## src/rtl/uart_txh_pkg.sv

```systemverilog
package uart_txh_pkg;
  typedef enum logic [1:0] {
    TXS_IDLE  = 2'd0,
    TXS_ARMED = 2'd1,
    TXS_SHIFT = 2'd2
  } txs_e;
endpackage

```

## src/rtl/uart_txh_holdreg.sv

```systemverilog
module uart_txh_holdreg #(
  parameter int DATA_W = 8
) (
  input  logic              clk,
  input  logic              rst_n,
  input  logic              wr_en,
  input  logic [DATA_W-1:0] wr_data,
  input  logic              load_ok,
  output logic [DATA_W-1:0] hold_data,
  output logic              empty,
  output logic              write_acc,
  output logic              load_evt
);
  assign write_acc = wr_en & empty;
  assign load_evt  = ~empty & load_ok;

  always_ff @(posedge clk or negedge rst_n) begin
    if (!rst_n) begin
      empty     <= 1'b1;
      hold_data <= '0;
    end else if (write_acc) begin
      empty     <= 1'b0;
      hold_data <= wr_data;
    end else if (load_evt) begin
      empty <= 1'b1;
    end
  end
endmodule

```

## src/rtl/uart_txh_shifter.sv

```systemverilog
module uart_txh_shifter
  import uart_txh_pkg::*;
#(
  parameter int DATA_W = 8
) (
  input  logic              clk,
  input  logic              rst_n,
  input  logic              load_evt,
  input  logic [DATA_W-1:0] load_data,
  input  logic              len_full,
  input  logic              msb_first,
  input  logic              par_en,
  input  logic              par_odd,
  input  logic              baud_tick,
  output logic              txd,
  output logic              busy,
  output logic              idle
);
  localparam int FRAME_W = DATA_W + 2;
  localparam int CNT_W   = $clog2(FRAME_W + 1);
  localparam int IDX_W   = $clog2(DATA_W);
  localparam int POS_W   = $clog2(FRAME_W);

  // Bits after the start bit, sent from bit 0 upward; unused positions are 1.
  function automatic logic [FRAME_W-1:0] build_frame(
      input logic [DATA_W-1:0] d, input logic full, input logic msb,
      input logic pe, input logic odd);
    logic [FRAME_W-1:0] f;
    logic [IDX_W-1:0]   src;
    logic               p;
    int                 nb;
    f  = '1;
    p  = odd;
    nb = full ? DATA_W : DATA_W - 1;
    for (int i = 0; i < DATA_W; i++) begin
      if (i < nb) begin
        src  = msb ? IDX_W'(nb - 1 - i) : IDX_W'(i);
        f[i] = d[src];
        p    = p ^ d[i];
      end
    end
    if (pe) f[POS_W'(nb)] = p;
    return f;
  endfunction

  function automatic logic [CNT_W-1:0] frame_len(input logic full, input logic pe);
    return CNT_W'(DATA_W - 1) + CNT_W'(full) + CNT_W'(pe) + CNT_W'(1);
  endfunction

  txs_e               state;
  logic [FRAME_W-1:0] sr;
  logic [CNT_W-1:0]   remaining;
  logic               txd_q;

  always_ff @(posedge clk or negedge rst_n) begin
    if (!rst_n) begin
      state     <= TXS_IDLE;
      sr        <= '1;
      remaining <= '0;
      txd_q     <= 1'b1;
    end else begin
      unique case (state)
        TXS_IDLE: if (load_evt) begin
          sr        <= build_frame(load_data, len_full, msb_first, par_en, par_odd);
          remaining <= frame_len(len_full, par_en);
          state     <= TXS_ARMED;
        end
        TXS_ARMED: if (baud_tick) begin
          txd_q <= 1'b0;
          state <= TXS_SHIFT;
        end
        TXS_SHIFT: if (baud_tick) begin
          if (remaining != '0) begin
            txd_q     <= sr[0];
            sr        <= {1'b1, sr[FRAME_W-1:1]};
            remaining <= remaining - CNT_W'(1);
          end else begin
            txd_q <= 1'b1;
            state <= TXS_IDLE;
          end
        end
        default: state <= TXS_IDLE;
      endcase
    end
  end

  assign txd  = txd_q;
  assign busy = (state == TXS_SHIFT);
  assign idle = (state == TXS_IDLE);
endmodule

```

## src/rtl/uart_txh_top.sv

```systemverilog
module uart_txh_top #(
  parameter int DATA_W = 8
) (
  input  logic              clk,
  input  logic              rst_n,
  input  logic              wr_en,
  input  logic [DATA_W-1:0] wr_data,
  input  logic              tx_enable,
  input  logic              irq_enable,
  input  logic              len8,
  input  logic              msb_first,
  input  logic              par_en,
  input  logic              par_odd,
  input  logic              baud_tick,
  output logic              txd,
  output logic              hold_empty,
  output logic              tx_irq,
  output logic              busy
);
  logic [DATA_W-1:0] hold_data;
  logic              write_acc;
  logic              load_evt;
  logic              shifter_idle;

  uart_txh_holdreg #(.DATA_W(DATA_W)) i_hold (
    .clk       (clk),
    .rst_n     (rst_n),
    .wr_en     (wr_en),
    .wr_data   (wr_data),
    .load_ok   (tx_enable & shifter_idle),
    .hold_data (hold_data),
    .empty     (hold_empty),
    .write_acc (write_acc),
    .load_evt  (load_evt)
  );

  uart_txh_shifter #(.DATA_W(DATA_W)) i_shift (
    .clk       (clk),
    .rst_n     (rst_n),
    .load_evt  (load_evt),
    .load_data (hold_data),
    .len_full  (len8),
    .msb_first (msb_first),
    .par_en    (par_en),
    .par_odd   (par_odd),
    .baud_tick (baud_tick),
    .txd       (txd),
    .busy      (busy),
    .idle      (shifter_idle)
  );

  assign tx_irq = irq_enable & hold_empty;
endmodule

```

## config.mk

```make
export PLATFORM = sky130hd
export DESIGN_NAME = uart_txh_top
export DESIGN_NICKNAME = d
export VERILOG_FILES = /design/src/rtl/uart_txh_pkg.sv /design/src/rtl/uart_txh_holdreg.sv /design/src/rtl/uart_txh_shifter.sv /design/src/rtl/uart_txh_top.sv
export SDC_FILE = /design/constraint.sdc
export NUM_CORES = 1
export LEC_CHECK = 0
export ABC_CLOCK_PERIOD_IN_PS = 3500
export CAP_MARGIN = 20
export CORE_MARGIN = 4
export CORE_UTILIZATION = 39
export CTS_CLUSTER_SIZE = 30
export DETAILED_ROUTE_END_ITERATION = 6
export SLEW_MARGIN = 5
export SYNTH_ARGS = -nofsm -noshare
export SYNTH_HDL_FRONTEND = slang
export SYNTH_SLANG_ARGS = --single-unit
```

## constraint.sdc

```tcl
create_clock -name clk -period 3.5 [get_ports clk]
set_input_delay 0.525 -clock clk [delete_from_list [all_inputs] [get_ports clk]]
set_output_delay 0.525 -clock clk [all_outputs]
set_load 0.005 [all_outputs]
```

* Yosys cells after proc, flatten, opt, wreduce, memory -nomap -nowiden *
Cells that the tools add are included.

storage, ports and cells
  input bits = 18
  word-level logic and storage cells = 161
  bits in registers = 26
  output and inout port bits = 4

operators by class
  equal/unequal tests = 7
  bitwise logic cells = 13
  $add $sub $neg = 12
  reduce and logical (&&, ||, !) cells = 9
  mux-type cells = 96
  magnitude comparators = 18

operator list
  kind                                                                  count
  1-bit two-way mux                                                     62
  10-bit two-way mux                                                    4
  3-bit by 4-bit < comparator with 1-bit output, second input constant  8
  1-bit binary-select mux with 3-bit select                             8
  3-bit two-way mux                                                     8
  10-bit one-hot mux with 2 select lines                                1
  3-bit by 4-bit < comparator with 1-bit output, first input constant   4
  4-bit two-way mux                                                     4
  3-bit subtractor, second input constant                               4
  10-bit bitwise mux                                                    1
  3-bit by 2-bit subtractor with 3-bit output, second input constant    3
  1-bit by 4-bit < comparator with 1-bit output, first input constant   2
  2-bit by 4-bit < comparator with 1-bit output, first input constant   2
  2-bit two-way mux                                                     4
  4-bit one-hot mux with 2 select lines                                 1
  4-bit AND reduction                                                   2
  1-bit bitwise XOR                                                     8
  4-bit by 6-bit < comparator with 1-bit output, second input constant  1
  2-bit inequality test, second input constant                          3
  2-bit one-hot mux with 3 select lines                                 1
  2-bit nonzero test                                                    3
  3-bit by 1-bit adder with 4-bit output, first input constant          1
  4-bit by 1-bit adder with 4-bit output                                1
  4-bit by 1-bit adder with 4-bit output, second input constant         1
  14 further kinds                                                      18

* Depth between registers and ports, before layout *
Gate-level depths: netlist of run 1.

  depth in word-level cells = 37
  depth in mapped cells = 7
  mapped depth without buffers = 6

* By module *
From an unflattened synthesis of run 1, not the netlist that was laid out.

unflattened totals
  cell total of the unflattened synthesis = 135
  area total of the unflattened synthesis = 1405.1 µm²

modules (own cells, without submodules)
  module            times used  area an instance (µm²)  cells each
  uart_txh_shifter  1           1044.8                  112
  uart_txh_holdreg  1           347.8                   21
  uart_txh_top      1           12.5                    2

* Worst setup path after synthesis of run 1 *
No wires, ideal clock.

  kind = reg2reg
  start point = reg i_shift.remaining[0]
  end point = reg i_shift.sr[3]
  stages on the path, launching flop included = 6
  data arrival time = 1.619 ns
  library setup time = 0.082 ns
  buffers on the path = 0
  setup slack = 1.799 ns
  cell sequence = dfrtp_1 inv_1 ha_1 or3b_4 a31oi_4 mux2_2

between the ends
  cells in the longest elaborated chain, start to end = 3

ends and longest elaborated chain
  element                                                     RTL line                text
  start: declaration                                          uart_txh_shifter.sv:52  logic [CNT_W-1:0] remaining;
  start signal: assignment                                    uart_txh_shifter.sv:65  remaining <= frame_len(len_full, par_en);
  start signal: assignment                                    uart_txh_shifter.sv:76  remaining <= remaining - CNT_W'(1);
  4-bit nonzero test                                          uart_txh_shifter.sv:73  if (remaining != '0) begin
  2-bit by 1-bit inequality test with 1-bit output (no line)  n/a
  4-bit AND reduction (no line)                               n/a
  end signal: assignment                                      uart_txh_shifter.sv:64  sr <= build_frame(load_data, len_full, msb_first, par_en, par_odd);
  end signal: assignment                                      uart_txh_shifter.sv:75  sr <= {1'b1, sr[FRAME_W-1:1]};
  end: declaration                                            uart_txh_shifter.sv:51  logic [FRAME_W-1:0] sr;

Every way passes these cells.
A chain may end at the register's enable or synchronous reset.

* Worst setup path after layout of run 1 *
  start point = reg i_shift.state[0]
  end point = out busy

between the ends
  cells in the longest elaborated chain, start to end = 1

ends and longest elaborated chain
  element                   RTL line                text
  start: declaration        uart_txh_shifter.sv:50  txs_e state;
  start signal: assignment  uart_txh_shifter.sv:57  state <= TXS_IDLE;
  start signal: assignment  uart_txh_shifter.sv:66  state <= TXS_ARMED;
  start signal: assignment  uart_txh_shifter.sv:70  state <= TXS_SHIFT;
  2-bit == test             uart_txh_shifter.sv:88  assign busy = (state == TXS_SHIFT);
  end: declaration          uart_txh_top.sv:18      output logic busy

Every way passes these cells.

==> metrics.yaml, run 1 <==
power_and_ir_drop:
  p_leak_nw: 0.661
  clockPowerShare_pct: 10.4
  comb_power_share_pct: 46.7
  peakVddDrop_mv: 0.359
  powerDensity_nw_per_um2: 832
  switchingPower_mw: 0.517
  seq_power_share_pct: 42.8
  p_int_mw: 0.858
  power_mw: 1.37
  sw_frac_of_total_pct: 37.6
die:
  die_w_um: 67.1
  die-area_um2: 4500
  initial_core_util_pct: 40.4
  io_pins: 22
  die_h_um: 67.1
  rows: 21
  core_um2: 3360
cts:
  cts_max_level: 1
  cts_root_buf: "clkbuf_4"
  clock-sinks: 24
  cts_max_path_buffers: 2
  cts.clk_slew.worst_paths_ns: 0.12
  cts_buffers: 3
  holdBufCountCts: 0
  postCtsSetupBuffers: 0
  cts_tree: "built"
  cts_resized: 0
  clock_latency_ns: 0.31
place:
  hpwl_um: 1970
  place.gp.congestion: 0.724
  io_buffer_count: 21
synthesis:
  synthCells: 134
  synth_top_family_by_area: "compound AO/OA/AOI/OAI gates"
  synth_mux_area_share_pct: 14.1
  ys_ff_latch: 24
  synth-xor-area-share_pct: 5.80
  yosysTopAreaCell: "dfrtp_1"
  syn-num-nets: 155
  syn-cell-area_um2: 1360
  yosys.area_share.simple_pct: 13.8
  synth_cell_types: 31
  yosysTopAreaCellShare_pct: 25.8
  synth_area_leaders: "dfrtp_1, dfstp_2, mux2_2"
  ys_seq_area_share_pct: 45.1
  synth_area_per_cell_um2: 10.1
  synthAdderAreaFrac_pct: 2.76
  synth_compound_area_share_pct: 14.9
  yosys_warnings: 0
grt:
  grt_max_degree: 25
  grt_pass1_wl_um: 4530
  grt_usage_pct: 13.1
  grt_pass1_vias: 1054
  grt.overflow.total: 0
  grt_antenna_before_repair: 0
setup_path:
  startpoint_type: "flop"
  arrival_ns: 1.80
  crit_type: "reg -> out"
  cp-end-kind: "output port"
  r2r_cells: 5
  crit_fanout: 23
  worst_ep_required_time_ns: 2.97
detailed_routing:
  drt_iter0_markers: 39
  drtPass1Iterations: 3
  via_per_inst: 4.98
  drtAntennaViolNets: 0
  wire_per_inst_um: 13.0
  drt_wl_total_um: 2610
  route.vias.total: 1000
  drc_errors: 0
timing:
  hold_viol: 0
  fmax_mhz: 430
  worst_pin_slew_ns: 0.544
  holdWs_ns: 0.488
  rsz0062_at_grt: "no"
  relSlewSlack_pct: 63.6
  setup_tns_ns: 0
  skew_ns: 0.0103
  drv_slew: 0
  fin_crit_ns: 2.33
  finalSetupViolations: 0
  period_share_pct: 66.5
job:
  drv_cap: 0
layout:
  drive_gt1_share_pct: 18.7
  nets: 177
  fillers: 348
  synthToLayoutAreaGrowth_pct: 21.5
  n_antenna_cell: 0
hold_path:
  hold-path-cell-count: 2
  hp-class: "reg -> reg"
status:
  status: "finished, final reports clean"
synth_stat cells, drive strengths merged:
| master | count |
|---|---|
| nor4b | 1 |
| dfstp | 10 |
| dfrtp | 14 |
| a21oi | 8 |
| clkbuf | 2 |
| nor3b | 1 |
| and2b | 1 |
| o21ai | 13 |
| mux2i | 9 |
| a311oi | 1 |
| nand2 | 14 |
| mux2 | 9 |
| inv | 4 |
| xor2 | 2 |
| o31ai | 1 |
| a211oi | 6 |
| nor3 | 1 |
| or3b | 1 |
| nor2b | 2 |
| nand3 | 2 |
| a31oi | 2 |
| nand4 | 2 |
| nor2 | 11 |
| a31o | 1 |
| nand2b | 1 |
| ha | 3 |
| xnor2 | 7 |
| and2 | 1 |
| buf | 4 |
placed cells by master, fill, tap and decap left out, types with 3 or more instances in the layout:
master / n
a211oi_1: 6
clkbuf_4: 3
xnor2_1: 7
dfstp_2: 10
clkdlybuf4s50_1: 21
dfrtp_1: 14
a21oi_1: 8
inv_1: 4
mux2i_1: 9
nor2_1: 11
o21ai_0: 13
nand2_1: 14
ha_1: 3
mux2_2: 9
flip-flops by register name, indices dropped and copies added, names as in the netlist:
signal,flops
i_shift.sr,8
i_shift.remaining,4
i_hold.empty,1
i_shift.state,2
i_shift.txd,1
i_hold.hold_data,8
area by class of cell:
class                      count  area, µm²  share of cell area [%]
clock buffer                   4       36.3                    2.20
inverter                       4       15.0                   0.908
multi-input combinational    100        698                    42.2
sequential                    24        613                    37.1
tap                           46       57.6                    3.48
timing repair buffer          23        233                    14.1
layer usage:
metal	wire, µm	vias to the layer above	part of all wire (%)	GRT usage (%)
met5	0	-	0	0
met4	29	0	1.1	4.56
met3	86	4	3.3	2.19
met2	1230	17	47	22.8
met1	1270	466	48	16.1
li1	-	513	-	-
final timing paths:
check,to,slack [ns],from
hold reg to reg,i_shift.txd,0.49,i_shift.txd
setup reg to reg,i_shift.sr[3],1.52,i_shift.remaining[0]
min in group asynchronous,i_hold.hold_data[4],0.54,rst_n
max in group asynchronous,i_shift.sr[4],2.40,rst_n
hold / removal,i_shift.txd,0.49,i_shift.txd
setup / recovery,busy,1.17,i_shift.state[0]
worst max-delay path: stages (launching register included):
cell             delay [ns]
dfrtp_1                0.47
and2b_1                0.22
buf_4                  0.26
clkdlybuf4s50_1        0.55
power by group through the flow:
stage | clock network [mW] | logic (mW) | registers [mW]
floorplan | 0 | 0.513 | 0.560
global placement | 0 | 0.632 | 0.589
detailed placement | 0 | 0.649 | 0.598
CTS | 0.151 | 0.651 | 0.591
global route | 0.162 | 0.729 | 0.615
finish | 0.144 | 0.642 | 0.589
logic make-up after synthesis:
kind of cell | count (synthesis)
adders and majority gates | 3
and+or+nand+nor | 38
muxes | 18
buffers and inverters | 10
DFF | 24
AOI/OAI and AO/OA | 32
xor gates and xnor gates | 9
through the flow:
stage	instance area, µm²	instances	util (%)	worst slack (ns)
detailed placement	1600	196	47.6	1.30
finish	1650	201	49.1	1.17
floorplan	1360	134	-	1.80
CTS	1640	200	48.7	1.16
global placement	1600	196	47.6	1.40
global route	1650	201	49.1	1.08
Note: power is estimated with default switching activity, not from simulation.
==> run 2, diff against run 1 <==
--- a/config.mk
+++ b/config.mk
@@ -5,7 +5,7 @@
 export SDC_FILE = /design/constraint.sdc
 export NUM_CORES = 1
 export LEC_CHECK = 0
-export ABC_CLOCK_PERIOD_IN_PS = 3500
+export ABC_CLOCK_PERIOD_IN_PS = 2200
 export CAP_MARGIN = 20
 export CORE_MARGIN = 4
 export CORE_UTILIZATION = 39
==> constraint.sdc (replaced) <==
create_clock -name clk -period 2.2 [get_ports clk]
set_input_delay 0.33 -clock clk [delete_from_list [all_inputs] [get_ports clk]]
set_output_delay 0.33 -clock clk [all_outputs]
set_load 0.005 [all_outputs]
==> metrics.yaml, run 2 (same netlist as run 1, synthesis figures left out) <==
status:
  status: "finished, final reports clean"
timing:
  setup_tns_ns: 0
  hold_viol: 0
  drv_slew: 0
  rsz0062_at_grt: "no"
  fmax_mhz: 493
  finalSetupViolations: 0
  skew_ns: 0.0135
  fin_crit_ns: 2.03
  period_share_pct: 92.2
  worst_pin_slew_ns: 0.472
  setup_ws_ns: 0.171
  relSlewSlack_pct: 68.4
grt:
  grt.overflow.total: 0
  grt_pass1_wl_um: 4710
  grt_max_degree: 25
  grt_pass1_vias: 1082
  grt_antenna_before_repair: 0
  grt_usage_pct: 13.8
place:
  post-place-ws_ns: 0.240
  place_area_um2: 1640
  io_buffer_count: 21
  place.gp.congestion: 0.807
  hpwl_um: 2070
setup_path:
  crit_fanout: 7
  worst_ep_required_time_ns: 1.87
  cp-end-kind: "output port"
  arrival_ns: 1.70
  startpoint_type: "flop"
  crit_type: "reg -> out"
layout:
  final_core_util_pct: 50.3
  final_cell_mix: "clkdlybuf4s50_1, nand2_1, dfrtp_1, o21ai_0, nor2_1"
  layout_commonest_cell: "clkdlybuf4s50_1"
  nets: 181
  synthToLayoutAreaGrowth_pct: 24.4
  largestRegisters: "i_hold.hold_data x8, i_shift.sr x8, i_shift.remaining x4"
  n_antenna_cell: 0
  design_area_um2: 1690
  drive_gt1_share_pct: 20.8
  fillers: 341
  ff_latch_area_um2: 613
  multiInputGateArea_um2: 698
power_and_ir_drop:
  p_leak_nw: 0.686
  peakVddDrop_mv: 0.695
  power_mw: 2.33
  powerDensity_nw_per_um2: 1380
cts:
  cts_tree: "built"
  holdBufCountCts: 0
  cts_max_level: 1
  cts_buffers: 3
  cts.clk_slew.worst_paths_ns: 0.14
  clock_latency_ns: 0.32
  postCtsSetupBuffers: 0
  cts_resized: 0
  cts_root_buf: "clkbuf_4"
  clock-sinks: 24
  cts_max_path_buffers: 2
die:
  die-area_um2: 4500
  die_w_um: 67.1
  rows: 21
  initial_core_util_pct: 40.4
  core_um2: 3360
  die_h_um: 67.1
  io_pins: 22
detailed_routing:
  drt_iter0_markers: 53
  via_per_inst: 5.08
  route.vias.total: 1042
  drt_wl_total_um: 2750
  drtPass1Iterations: 4
  drtAntennaViolNets: 0
  wire_per_inst_um: 13.4
  drc_errors: 0
job:
  drv_cap: 0
hold_path:
  hp-class: "in -> async"
run 2: changes by cell type in the layout (fill, tap and decap cells not counted):
cell       before  now
buf_4           1    6
buf_8           1    0
bufinv_16       0    1
clkbuf_8        1    0
run 2: worst paths after layout:
check / slack, ns / cells past startpoint / from / endpoint
setup / recovery: 0.17 / 2 / i_shift.state[0] / busy
hold / removal: 0.35 / 2 / rst_n / i_shift.remaining[2]
setup reg to reg: 0.22 / 5 / i_shift.remaining[0] / i_shift.sr[3]
hold reg to reg: 0.49 / 2 / i_shift.sr[1] / i_shift.sr[1]
max in group asynchronous: 1.55 / 2 / rst_n / i_shift.sr[7]
min in group clk: 0.49 / 2 / i_shift.sr[1] / i_shift.sr[1]
run 2: through the flow:
| step | instances | hold slack [ns] |
|---|---|---|
| floorplan | 134 | 0.0344 |
| global placement | 201 | 0.465 |
| detailed placement | 201 | 0.471 |
| CTS | 205 | 0.352 |
| global route | 205 | 0.366 |
| finish | 205 | 0.348 |
run 2: final cells by class:
cell class / count / area share, %
clock buffer: 3 / 1.33
clock inverter: 1 / 1.78
inverter: 4 / 0.888
multi-input combinational: 100 / 41.3
sequential: 24 / 36.2
tap: 46 / 3.40
timing repair buffer: 27 / 15.1
run 2: routing by layer:
layer / global-route usage, % / up-vias / part of all wire, %
met5: 0 / - / 0
met4: 5.32 / 0 / 1.2
li1: - / 520 / -
met1: 16.4 / 497 / 46
met3: 2.02 / 4 / 3.5
met2: 24.7 / 21 / 49
run 2: power breakdown:
| part | leakage (nW) | internal, mW | total (mW) | switching (mW) |
|---|---|---|---|---|
| clock | 0.0279 | 0.184 | 0.323 | 0.138 |
| combinational | 0.385 | 0.565 | 1.07 | 0.504 |
| sequential | 0.273 | 0.720 | 0.939 | 0.220 |
| total | 0.686 | 1.47 | 2.33 | 0.862 |
run 2: critical path, cell delays in order, from the launching register on:
cell,delay (ns)
dfrtp_1,0.48
and2b_1,0.36
clkdlybuf4s50_1,0.55
==> run 3, diff against run 2 <==
--- a/config.mk
+++ b/config.mk
@@ -15,3 +15,4 @@
 export SYNTH_ARGS = -nofsm -noshare
 export SYNTH_HDL_FRONTEND = slang
 export SYNTH_SLANG_ARGS = --single-unit
+export TNS_END_PERCENT = 100
==> results of run 3 <==
The final DEF is identical to that of run 2; final timing and power are the same.
